--- config.mk ---
export PLATFORM = sky130hd
export DESIGN_NAME = smb_regport_slave
export DESIGN_NICKNAME = d
export VERILOG_FILES = /design/src/rtl/smb_pkg.sv /design/src/rtl/smb_line_sync.sv /design/src/rtl/smb_map_check.sv /design/src/rtl/smb_frame_fsm.sv /design/src/rtl/smb_regport_slave.sv
export SDC_FILE = /design/constraint.sdc
export NUM_CORES = 1
export LEC_CHECK = 0
export BUFFER_PORTS_ARGS = -buffer_cell sky130_fd_sc_hd__buf_4
export CORE_UTILIZATION = 63
export DETAILED_ROUTE_END_ITERATION = 6
export GPL_ROUTABILITY_DRIVEN = 0
export MAX_ROUTING_LAYER = met4
export PLACE_DENSITY_LB_ADDON = 0.2
export SETUP_SLACK_MARGIN = 0.02
export SKIP_CTS_REPAIR_TIMING = 1
export SYNTH_ARGS = -nofsm -noshare
export SYNTH_HDL_FRONTEND = slang
export SYNTH_SLANG_ARGS = --single-unit
--- constraint.sdc ---
create_clock -name clk -period 5.9 [get_ports clk]
set_input_delay 0.59 -clock clk [delete_from_list [all_inputs] [get_ports clk]]
set_output_delay 0.59 -clock clk [all_outputs]
set_load 0.01 [all_outputs]
--- src/rtl/smb_pkg.sv ---
package smb_pkg;

  typedef enum logic [2:0] {
    ST_IDLE,
    ST_ADDR,
    ST_CMD,
    ST_WDATA,
    ST_RDATA,
    ST_SKIP
  } frame_st_t;

  localparam int          AW          = 8;
  localparam int          DW          = 8;
  localparam logic [4:0]  DEV_PREFIX  = 5'b10100;
  localparam int          N_RANGE     = 4;
  // range 0: config, 1: measurement (read-only), 2: user copy, 3: config copy
  localparam logic [N_RANGE*AW-1:0] RANGE_LO = {8'h80, 8'h40, 8'h18, 8'h00};
  localparam logic [N_RANGE*AW-1:0] RANGE_HI = {8'h97, 8'h7F, 8'h2A, 8'h17};
  localparam logic [N_RANGE-1:0]    RANGE_WR = 4'b1101;
  localparam logic [DW-1:0]         FILL_BYTE = 8'hFF;

endpackage

--- src/rtl/smb_line_sync.sv ---
module smb_line_sync #(
  parameter int STAGES = 2
) (
  input  logic clk,
  input  logic rst_n,
  input  logic scl_i,
  input  logic sda_i,
  output logic scl_s,
  output logic sda_s,
  output logic scl_rise,
  output logic scl_fall,
  output logic start_det,
  output logic stop_det
);
  logic [STAGES-1:0] scl_pipe, sda_pipe;
  logic scl_p, sda_p;

  always_ff @(posedge clk or negedge rst_n) begin
    if (!rst_n) begin
      scl_pipe <= '1;
      sda_pipe <= '1;
      scl_p    <= 1'b1;
      sda_p    <= 1'b1;
    end else begin
      scl_pipe <= {scl_pipe[STAGES-2:0], scl_i};
      sda_pipe <= {sda_pipe[STAGES-2:0], sda_i};
      scl_p    <= scl_pipe[STAGES-1];
      sda_p    <= sda_pipe[STAGES-1];
    end
  end

  assign scl_s     = scl_pipe[STAGES-1];
  assign sda_s     = sda_pipe[STAGES-1];
  assign scl_rise  = scl_s & ~scl_p;
  assign scl_fall  = ~scl_s & scl_p;
  assign start_det = scl_s & scl_p & sda_p & ~sda_s;
  assign stop_det  = scl_s & scl_p & ~sda_p & sda_s;

endmodule

--- src/rtl/smb_map_check.sv ---
module smb_map_check
  import smb_pkg::*;
#(
  parameter int                      NR = N_RANGE,
  parameter logic [NR*AW-1:0]        LO = RANGE_LO,
  parameter logic [NR*AW-1:0]        HI = RANGE_HI,
  parameter logic [NR-1:0]           WR = RANGE_WR
) (
  input  logic [AW-1:0] addr,
  output logic          legal,
  output logic          writable
);
  logic [NR-1:0] hit;

  for (genvar g = 0; g < NR; g++) begin : g_rng
    localparam logic [AW-1:0] L    = LO[g*AW +: AW];
    localparam logic [AW-1:0] SPAN = HI[g*AW +: AW] - LO[g*AW +: AW];
    logic [AW:0] diff;
    assign diff   = {1'b0, addr} - {1'b0, L};
    assign hit[g] = ~diff[AW] & (diff[AW-1:0] <= SPAN);
  end

  assign legal    = |hit;
  assign writable = |(hit & WR);

endmodule

--- src/rtl/smb_frame_fsm.sv ---
module smb_frame_fsm
  import smb_pkg::*;
(
  input  logic          clk,
  input  logic          rst_n,
  input  logic          scl_s,
  input  logic          sda_s,
  input  logic          scl_rise,
  input  logic          scl_fall,
  input  logic          start_det,
  input  logic          stop_det,
  input  logic          addr_pin,
  input  logic          busy,
  input  logic          chk_legal,
  input  logic          chk_writable,
  output logic [AW-1:0] chk_addr,
  output logic          sda_pull,
  output logic [AW-1:0] reg_addr,
  output logic          reg_wr_en,
  output logic [DW-1:0] reg_wr_data,
  output logic          reg_rd_en,
  input  logic [DW-1:0] reg_rd_data
);
  frame_st_t       state, nxt;
  logic [3:0]      bitcnt;
  logic [7:0]      shreg, tx;
  logic [AW-1:0]   ptr;
  logic            start_hi, rd_legal;
  logic [1:0]      rd_pend;
  logic            addr_match, do_read;

  assign chk_addr   = (state == ST_CMD) ? shreg : ptr;
  assign addr_match = (shreg[7:3] == DEV_PREFIX) && (shreg[2] == addr_pin);

  // fetch on the 9th rising edge: after address (read) or on master ACK
  assign do_read = scl_rise && (bitcnt == 4'd8) &&
                   (((state == ST_ADDR) && (nxt == ST_RDATA)) ||
                    ((state == ST_RDATA) && !sda_s));

  always_ff @(posedge clk or negedge rst_n) begin
    if (!rst_n) begin
      state       <= ST_IDLE;
      nxt         <= ST_IDLE;
      bitcnt      <= '0;
      shreg       <= '0;
      tx          <= '0;
      ptr         <= '0;
      start_hi    <= 1'b0;
      rd_legal    <= 1'b0;
      rd_pend     <= '0;
      sda_pull    <= 1'b0;
      reg_addr    <= '0;
      reg_wr_en   <= 1'b0;
      reg_wr_data <= '0;
      reg_rd_en   <= 1'b0;
    end else begin
      reg_wr_en <= 1'b0;
      reg_rd_en <= 1'b0;
      rd_pend   <= {rd_pend[0], 1'b0};
      if (rd_pend[1]) tx <= rd_legal ? reg_rd_data : FILL_BYTE;

      if (stop_det && !start_hi) begin
        state    <= ST_IDLE;
        bitcnt   <= '0;
        sda_pull <= 1'b0;
      end else if (start_det) begin
        state    <= ST_ADDR;
        nxt      <= ST_ADDR;
        bitcnt   <= '0;
        sda_pull <= 1'b0;
        start_hi <= 1'b1;
      end else begin
        if (!scl_s) start_hi <= 1'b0;

        if (do_read) begin
          reg_addr   <= ptr;
          reg_rd_en  <= 1'b1;
          rd_legal   <= chk_legal;
          rd_pend[0] <= 1'b1;
          ptr        <= ptr + 8'd1;
        end

        if (scl_rise && state != ST_IDLE && state != ST_SKIP) begin
          if (bitcnt < 4'd8) begin
            shreg  <= {shreg[6:0], sda_s};
            bitcnt <= bitcnt + 4'd1;
          end else if (bitcnt == 4'd8) begin
            bitcnt <= 4'd9;
            if (state == ST_RDATA && sda_s) nxt <= ST_SKIP;
          end
        end

        if (scl_fall && state != ST_IDLE && state != ST_SKIP) begin
          if (bitcnt == 4'd8) begin
            case (state)
              ST_ADDR: begin
                if (addr_match) begin
                  sda_pull <= 1'b1;
                  nxt      <= shreg[0] ? ST_RDATA : ST_CMD;
                end else begin
                  nxt      <= ST_SKIP;
                end
              end
              ST_CMD: begin
                if (chk_legal && !busy) begin
                  sda_pull <= 1'b1;
                  ptr      <= shreg;
                  nxt      <= ST_WDATA;
                end else begin
                  nxt      <= ST_SKIP;
                end
              end
              ST_WDATA: begin
                sda_pull <= 1'b1;
                nxt      <= ST_WDATA;
                if (chk_writable) begin
                  reg_wr_en   <= 1'b1;
                  reg_addr    <= ptr;
                  reg_wr_data <= shreg;
                end
                ptr <= ptr + 8'd1;
              end
              ST_RDATA: begin
                sda_pull <= 1'b0;
                nxt      <= ST_RDATA;
              end
              default: nxt <= ST_SKIP;
            endcase
          end else if (bitcnt == 4'd9) begin
            bitcnt   <= '0;
            state    <= nxt;
            sda_pull <= (nxt == ST_RDATA) ? ~tx[7] : 1'b0;
          end else if (state == ST_RDATA && bitcnt != 4'd0) begin
            sda_pull <= ~tx[3'd7 - bitcnt[2:0]];
          end
        end
      end
    end
  end

endmodule

--- src/rtl/smb_regport_slave.sv ---
module smb_regport_slave
  import smb_pkg::*;
(
  input  logic          clk,
  input  logic          rst_n,
  input  logic          scl_i,
  input  logic          sda_i,
  output logic          sda_pull,
  input  logic          addr_pin,
  input  logic          busy,
  output logic [7:0]    reg_addr,
  output logic          reg_wr_en,
  output logic [7:0]    reg_wr_data,
  output logic          reg_rd_en,
  input  logic [7:0]    reg_rd_data
);
  logic scl_s, sda_s, scl_rise, scl_fall, start_det, stop_det;
  logic [AW-1:0] chk_addr;
  logic chk_legal, chk_writable;

  smb_line_sync #(.STAGES(2)) u_sync (
    .clk(clk), .rst_n(rst_n), .scl_i(scl_i), .sda_i(sda_i),
    .scl_s(scl_s), .sda_s(sda_s), .scl_rise(scl_rise), .scl_fall(scl_fall),
    .start_det(start_det), .stop_det(stop_det)
  );

  smb_map_check u_map (
    .addr(chk_addr), .legal(chk_legal), .writable(chk_writable)
  );

  smb_frame_fsm u_fsm (
    .clk(clk), .rst_n(rst_n), .scl_s(scl_s), .sda_s(sda_s),
    .scl_rise(scl_rise), .scl_fall(scl_fall),
    .start_det(start_det), .stop_det(stop_det),
    .addr_pin(addr_pin), .busy(busy),
    .chk_legal(chk_legal), .chk_writable(chk_writable), .chk_addr(chk_addr),
    .sda_pull(sda_pull), .reg_addr(reg_addr), .reg_wr_en(reg_wr_en),
    .reg_wr_data(reg_wr_data), .reg_rd_en(reg_rd_en), .reg_rd_data(reg_rd_data)
  );

endmodule

==> results of run 1 <==
-- final timing paths --
kind / from / to / slack, ps / depth (start not counted)
max reg2reg: u_fsm.state[0]$_DFFE_PN0P_ / u_fsm.sda_pull$_DFFE_PN0P_ / 2670 / 11
min: rst_n / u_fsm.state[2]$_DFFE_PN0P_ / 320 / 1
min reg2reg: u_sync.sda_pipe[0]$_DFF_PN1_ / u_sync.sda_pipe[1]$_DFF_PN1_ / 360 / 0
min in group clk: sda_i / u_sync.sda_pipe[0]$_DFF_PN1_ / 350 / 1
max in group asynchronous: rst_n / u_fsm.shreg[0]$_DFFE_PN0P_ / 5090 / 1
max: u_fsm.state[0]$_DFFE_PN0P_ / u_fsm.sda_pull$_DFFE_PN0P_ / 2670 / 11
-- final cells by class --
type / count / area [um2] / area share (%)
clock inverters: 4 / 70.1 / 1.93
flip-flops and latches: 62 / 1560 / 43.0
well taps: 67 / 83.8 / 2.31
repair buffers: 32 / 240 / 6.62
multi-input cells: 234 / 1490 / 40.9
clock buffers: 12 / 145 / 4.00
inverters: 12 / 45.0 / 1.24
-- cells by family (layout without fill, tap and decap cells) --
family / count (synthesis) / after routing / synth area share (%)
AO/OA/AOI/OAI: 75 / 75 / 15.9
XOR/XNOR: 2 / 2 / 0.553
adder cells (fa/ha/maj): 5 / 5 / 1.98
buffers and inverters: 27 / 60 / 3.83
flip-flops: 62 / 62 / 49.2
multiplexers: 20 / 20 / 7.75
AND/OR/NAND/NOR: 132 / 132 / 20.8
-- power by group --
| part | switching, mW | internal (mW) | total (mW) |
|---|---|---|---|
| sequential | 0.0842 | 0.461 | 0.545 |
| combinational | 0.0713 | 0.0707 | 0.142 |
| clock | 0.158 | 0.248 | 0.407 |
-- state kept, by name, summed over array words and instances, names as in the netlist, 2 cells and up --
signal             count
u_fsm.reg_addr         8
u_fsm.rd_pend          2
u_sync.sda_pipe        2
u_fsm.ptr              8
u_fsm.state            3
u_sync.scl_pipe        2
u_fsm.nxt              3
u_fsm.tx               8
u_fsm.bitcnt           4
u_fsm.shreg            8
u_fsm.reg_wr_data      8
-- per-stage QoR --
stage	cells	cell area [um2]	total power [mW]	hold slack [ps]	setup WS, ps
detailed placement	407	3410	0.688	347	2810
floorplan	323	3170	0.637	294	3180
CTS	423	3630	1.09	341	2770
finish	423	3630	1.09	317	2670
global placement	407	3410	0.682	347	2970
global route	423	3630	1.14	348	2520
-- worst max-delay path, delay by kind of cell, from the launching register on --
| kind | cells | cell delay, ps |
|---|---|---|
| flip-flops | 1 | 540 |
| multiplexers | 1 | 260 |
| adder cells (fa/ha/maj) | 1 | 300 |
| AO/OA/AOI/OAI | 4 | 1090 |
| AND/OR/NAND/NOR | 4 | 910 |
| buffers and inverters | 1 | 40 |
-- placed cells by master (no fill, tap or decap), drive strengths merged, types with 4 or more instances in the layout --
cell and n:
nor3 9, o22a 4, a221o 4, nor2 24, o31a 4, clkbuf 12, a31oi 7, ha 5
mux2 16, or3 5, nor2b 4, a21oi 22, nand3 10, nand2 59, buf 32, o21ai 13
dfstp 6, inv 12, nand2b 4, dfrtp 56
-- layer usage --
metal / part of all wire [%] / track usage (%)
met4: 3.5 / 18.7
met1: 44 / 41.4
met5: 0 / -
met3: 8.2 / 7.18
met2: 44 / 40.7
==> summary by stage, run 1 <==
Synth
The most used standard cell by instance count after synthesis is sky130_fd_sc_hd__nand2_1. Counting every instance in the synthesized netlist gives 323. The post-synthesis area per instance is 9.80 um2. The synthesized design spends more area on one cell type than any other, namely sky130_fd_sc_hd__dfrtp_1. The count of unique library cells instantiated by Yosys is 59. The sequential element share of the synthesized area is 49.2%. The number of synthesized flops with an enable pin is 0. The share of Yosys cell area claimed by the top area cell type is 44.3%. Yosys attributes the largest share of cell area to sky130_fd_sc_hd__dfrtp_1 (44%), sky130_fd_sc_hd__nand2_1 (7.0%), sky130_fd_sc_hd__mux2_2 (5.7%).

Among all flip-flop cells after synthesis, the most frequent one is sky130_fd_sc_hd__dfrtp_1. Counting flops with an async set or reset pin after synthesis yields a share of between 90% and 100%. When the netlist entered floorplanning its net count stood at 342. Yosys printed 0 warnings.

The register bit count reported by yosys is between 60 and 70. Counting instances in the post-synthesis netlist gives the leading cell types as sky130_fd_sc_hd__nand2_1 (59), sky130_fd_sc_hd__dfrtp_1 (56), sky130_fd_sc_hd__nor2_1 (23). The synthesized netlist occupies a cell area of 3170 um2.

Global route
The number of antenna violations at the first check in global routing is 0. The via count of the first global-routing pass was 2419. The maximum number of pins on one net before global-route repair is 63.

Summed over all layers, the global routing overflow is 0. The first-pass GRT wire length is 11.4 mm. Global routing used 30.3% of the available tracks across all layers.

Layout
The number of nets in the layout is 370. The number of filler instances in the final layout is 353. The final design utilization is 75.8%.

The post-route netlist has a little under a quarter of its cells at a drive strength greater than 1. 0 antenna diodes ended up in the layout. The signed area change from the synthesized netlist to the final layout is 14.6%.

Place
During placement, the flow inserted port buffers numbering 32. Summed over all nets, the half-perimeter wirelength after detailed placement is 4.69 mm.

Drt
The first routing iteration left 391 violations. The post-detailed-route DRC marker count is 0. The routed design has slightly above 7 mm of wire. The mean number of vias per cell is roughly 6.3. The post-detailed-route wirelength per cell is 16.6 um. The count of nets left with antenna violations once routing finished came out at 0. The iteration count of the initial detailed-routing pass is 6.

The number of vias in the routed layout is ~2.6k.

Setup path
The arrival time reported for the critical path endpoint is 3480 ps. The largest fanout on the critical path is 14. By startpoint and endpoint, the worst setup path is classified as reg2reg. The worst path required time is 6150 ps. The critical path goes through or3b_1, nand2_1, nand2_1, ha_1, inv_1, o22ai_1, a22oi_1, a31oi_1, nand2_1, a21oi_1, mux2i_1. STA classifies the critical path startpoint as a flop.

The delay of the slowest critical-path stage is 560 ps. STA classifies the critical path endpoint as a flop. The critical path's slowest cell is sky130_fd_sc_hd__or3b_1. The most frequent cell on the critical path is sky130_fd_sc_hd__nand2_1.

Power and ir drop
The power per cell area is between 300 and 400 nW/um2. The worst-case IR drop observed on VDD is roughly 220 uV. In this run the static leakage power is 1.66 nW.

Clocking
Clock tree synthesis found a total of 62 sinks. The number of clock buffers added by TritonCTS is 9. At the later pin of the worst-skew pair, clock insertion delay measures 340 ps. The cell at the root of the clock tree is sky130_fd_sc_hd__clkbuf_8. After clock tree synthesis, the clock-pin slew on the worst setup and hold paths is 70 ps. The clock passes through at most 2 buffers. The H-tree was split into 3 levels. TritonCTS built the clock tree.

STA
The maximum clock skew at final layout is 7.86 ps. The share of the clock period used by the worst path is 54.7%. The count of final max-slew check failures came to 0. The transition time at the pin with the least slew margin is around 870 ps. The maximum clock frequency is 0.310 GHz. The count of endpoints failing setup in the final report is 0. Summed over all failing endpoints, the final setup total negative slack is 0 ps.

The hold violation total from the final report is 0. Subtracting the final worst setup slack from the clock period gives 3230 ps. The worst pin sits at a relative slew slack of a little over two fifths. Setup repair after global routing left no endpoint under its margin.

Floorplanning
The die covers 5310 um2. The initial utilization of the core area, before any placement, comes to 66.1%. The core region is around 4800 um2.

The die outline width is 72.9 um. The die height is 72.9 um. The number of rows in the core area is 25. For this design the top-level I/O count stands at 33.

Status
The flow ran to the end, and the final reports show no timing, DRC or antenna violations.

Worst hold path
The tightest min-delay check is of the in2async type.

Flow run
The tool flagged a number of max-cap violations equal to 0.
Power figures use the tool's default switching activity.
==> run 2: changes to the inputs <==
Settings changed: CORE_UTILIZATION 63 to 58.
Clock period 5.9 ns to 3.2 ns, I/O delays scaled along.
==> summary by stage, run 2 (synthesized netlist as in run 1, its figures left out) <==
Drt
The number of vias in the routed layout is 2581 (-2.4%). The wire length after detailed routing was 6.81 mm (-3.2%). The post-detailed-route DRC marker count is 0 (unchanged). The starting DRC count in detailed routing is 244 (-38%). The iteration count of the initial detailed-routing pass is 5 (-1).

The mean number of vias per cell is 6.00 (-4.0%). The post-detailed-route wirelength per cell came to 15.8 um (-4.7%). The post-route antenna net violation count is 0 (unchanged).

Power and ir drop
The peak ir drop on the vdd network is 470 uV (+120%). The power per cell area came to 540 nW/um2 (+79%). The proportion of power drawn by flip-flops and latches is 50.3% (+0.5 points). The switching power total is 589 uW (+88%).

The clock group share of total power came to 35.4% (-1.8 points). The switching portion of total power was 29.8% (+1.0 points). The part of the power in combinational logic was 14.4% (+1.4 points).

The internal power is 1.39 mW (+78%). The post-layout total power is 1.98 mW (+81%). The leakage power figure was 1.68 nW (+1.1%).

Global route
The first-pass GRT wire length is 11.4 mm (-0.37%). The total grt overflow was 0 (unchanged). The via count of the first global-routing pass is 2443 (+0.99%). The aggregate global-route resource usage was 27.9% (-2.4 points). The number of antenna violations at the first check in global routing is 0 (unchanged).

The maximum number of pins on one net before global-route repair came to 63 (unchanged).

Place
The area after detailed placement came to 3450 um2 (+0.99%). The detailed-placement wirelength estimate is 4.89 mm (+4.3%). The number of buffers inserted by port buffering is 32 (unchanged). The cell count after placement is 414 (+1.7%).

Layout
The library cell used most frequently in the layout, excluding fill and tap cells, is sky130_fd_sc_hd__nand2_1. The number of nets in the layout is 374 (+1.1%). The area of the multi-input gates is 1500 um2 (+0.76%).

In the layout the commonest cells are sky130_fd_sc_hd__nand2_1 (59), sky130_fd_sc_hd__dfrtp_1 (56), sky130_fd_sc_hd__buf_4 (36), sky130_fd_sc_hd__nor2_1 (23), sky130_fd_sc_hd__a21oi_1 (22). The final non-filler cell total is 430 (+1.7%). The sequential cell area in the final layout is 1560 um2 (unchanged). The final cell area excluding filler cells is 3670 um2 (+1.1%). The number of diodes added for antenna fixing is 0 (unchanged).

The layout cell share with drive strength beyond 1 was 24.7% (+2.0 points). The final design utilization is 70.9% (-4.9 points). The number of filler instances in the final layout is 392 (+11%). The signed area change from the synthesized netlist to the final layout is 15.8%.

STA
The share of the clock period used by the worst path is 93.2% (+38 points). Setup repair after global routing left no endpoint under its margin. The maximum clock skew at final layout is 11.2 ps (+3.31 ps).

The hold violation total from the final report was 0 (unchanged). The maximum clock frequency is 0.335 GHz (+8.3%). The worst-case headroom to the max-slew limit is 43.8% (+1.8 points).

The transition time at the pin with the least slew margin came to 838 ps (-26.8 ps). The total negative setup slack is 0 ps (unchanged). The count of final max-slew check failures is 0 (unchanged).

The count of endpoints failing setup in the final report is 0 (unchanged). The post-route minimum period came to 2980 ps (-248 ps).

Clocking
TritonCTS built the clock tree. The insertion delay of the later-clocked pin in the worst-skew pair is 330 ps (about the same). The TritonCTS buffer count is 9 (unchanged).

The number of sinks handled by clock tree synthesis is 62 (unchanged). The cell at the root of the clock tree is sky130_fd_sc_hd__clkbuf_8. The depth of the CTS H-tree is 3 (unchanged).

The deepest clock path buffer count is 2 (unchanged). The clock transition at the registers of the reported paths was 70 ps (about the same).

Setup path
The worst path required time was 3410 ps (-2740 ps). The critical path's slowest cell is sky130_fd_sc_hd__or3b_1. The origin of the critical flop-to-flop path is u_fsm.state[2]$_DFFE_PN0P_. The delay of the slowest critical-path stage is 550 ps (about the same). The largest fanout on the critical path came to 9 (-5).

The sort of element at the end of the critical path is a flop. The register-to-register setup slack is 220 ps (-2450 ps). Tracing the worst setup path back leads to its startpoint at u_fsm.state[2]$_DFFE_PN0P_. The worst register-to-register path ends at u_fsm.ptr[5]$_DFFE_PN0P_.

The arrival time reported for the critical path endpoint is 3190 ps (-290 ps). The critical path is of the reg2reg type. Walking the worst path, the cells encountered are or3b_1, nand2_1, nand2_1, ha_1, o21ai_0, o211ai_1, a22oi_2, and4_1, nor3_2, o21bai_1, a221o_1. The most frequent cell on the critical path is sky130_fd_sc_hd__nand2_1. The worst setup path is launched from a flop. The length in cells of the worst reg-to-reg path came to 11 (unchanged).

Floorplanning
The die outline width is 75.9 um (+4.1%). The placeable core region is 5170 um2 (+8.1%). The number of rows in the core area is 26 (+4.0%). The area enclosed by the die boundary is 5760 um2 (+8.4%).

The initial core utilization came to 61.2% (-4.9 points). The number of top-level design ports is 33 (unchanged). The die height is 75.9 um (+4.1%).

Flow run
The reported max-cap violation count came to 0 (unchanged).

Worst hold path
The tightest min-delay check is of the in2async type.

Status
The flow ran to the end, and the final reports show no timing, DRC or antenna violations.
## run 2: worst max path at each step
| stage | endpoint | slack [ps] | depth (start not counted) |
|---|---|---|---|
| 2_1_floorplan | u_fsm.ptr[3]$_DFFE_PN0P_ | 480 | 13 |
| 3_3_place_gp | u_fsm.ptr[4]$_DFFE_PN0P_ | 370 | 11 |
| 3_5_place_dp | u_fsm.ptr[3]$_DFFE_PN0P_ | 130 | 11 |
| 4_1_cts | u_fsm.ptr[3]$_DFFE_PN0P_ | 110 | 11 |
| 5_1_grt | u_fsm.ptr[5]$_DFFE_PN0P_ | 70 | 11 |
| 6_report | u_fsm.ptr[5]$_DFFE_PN0P_ | 220 | 11 |
## run 2: metrics by stage
| step | hold WS [ps] | setup slack [ps] |
|---|---|---|
| after floorplan | 24.4 | 484 |
| after global placement | 346 | 367 |
| after detailed placement | 348 | 129 |
| after CTS | 82.1 | 112 |
| after global routing | 80.1 | 73.6 |
| final | 57.2 | 218 |
## run 2: cell type report
type / count / area share, %
clock buffer: 11 / 4.13
clock inverter: 5 / 1.57
timing repair buffer: 36 / 7.37
multi-input combinational: 234 / 40.8
tap: 70 / 2.39
sequential: 62 / 42.5
inverter: 12 / 1.23
## run 2: power by group through the flow
stage	clock network (mW)	logic, mW	registers (mW)
6_report	0.700	0.285	0.995
5_1_grt	0.740	0.315	1.01
4_1_cts	0.709	0.279	0.990
3_5_place_dp	0	0.277	1.00
3_3_place_gp	0	0.269	1.00
2_1_floorplan	0	0.264	0.911
## run 2: worst max-delay path, delay by kind of cell (launching register included)
family | cells | cell delay (ps)
AND/OR/NAND/NOR | 5 | 1100
AO/OA/AOI/OAI | 5 | 1070
flip-flops | 1 | 460
adder cells (fa/ha/maj) | 1 | 240
## run 2: layer usage
metal / vias to the layer above / wire, um / global-route usage, %
met2: 107 / 2980 / 38.2
met1: 1225 / 3210 / 38.9
li1: 1227 / - / -
met5: - / 0 / -
met3: 22 / 447 / 6.88
met4: 0 / 180 / 12.8
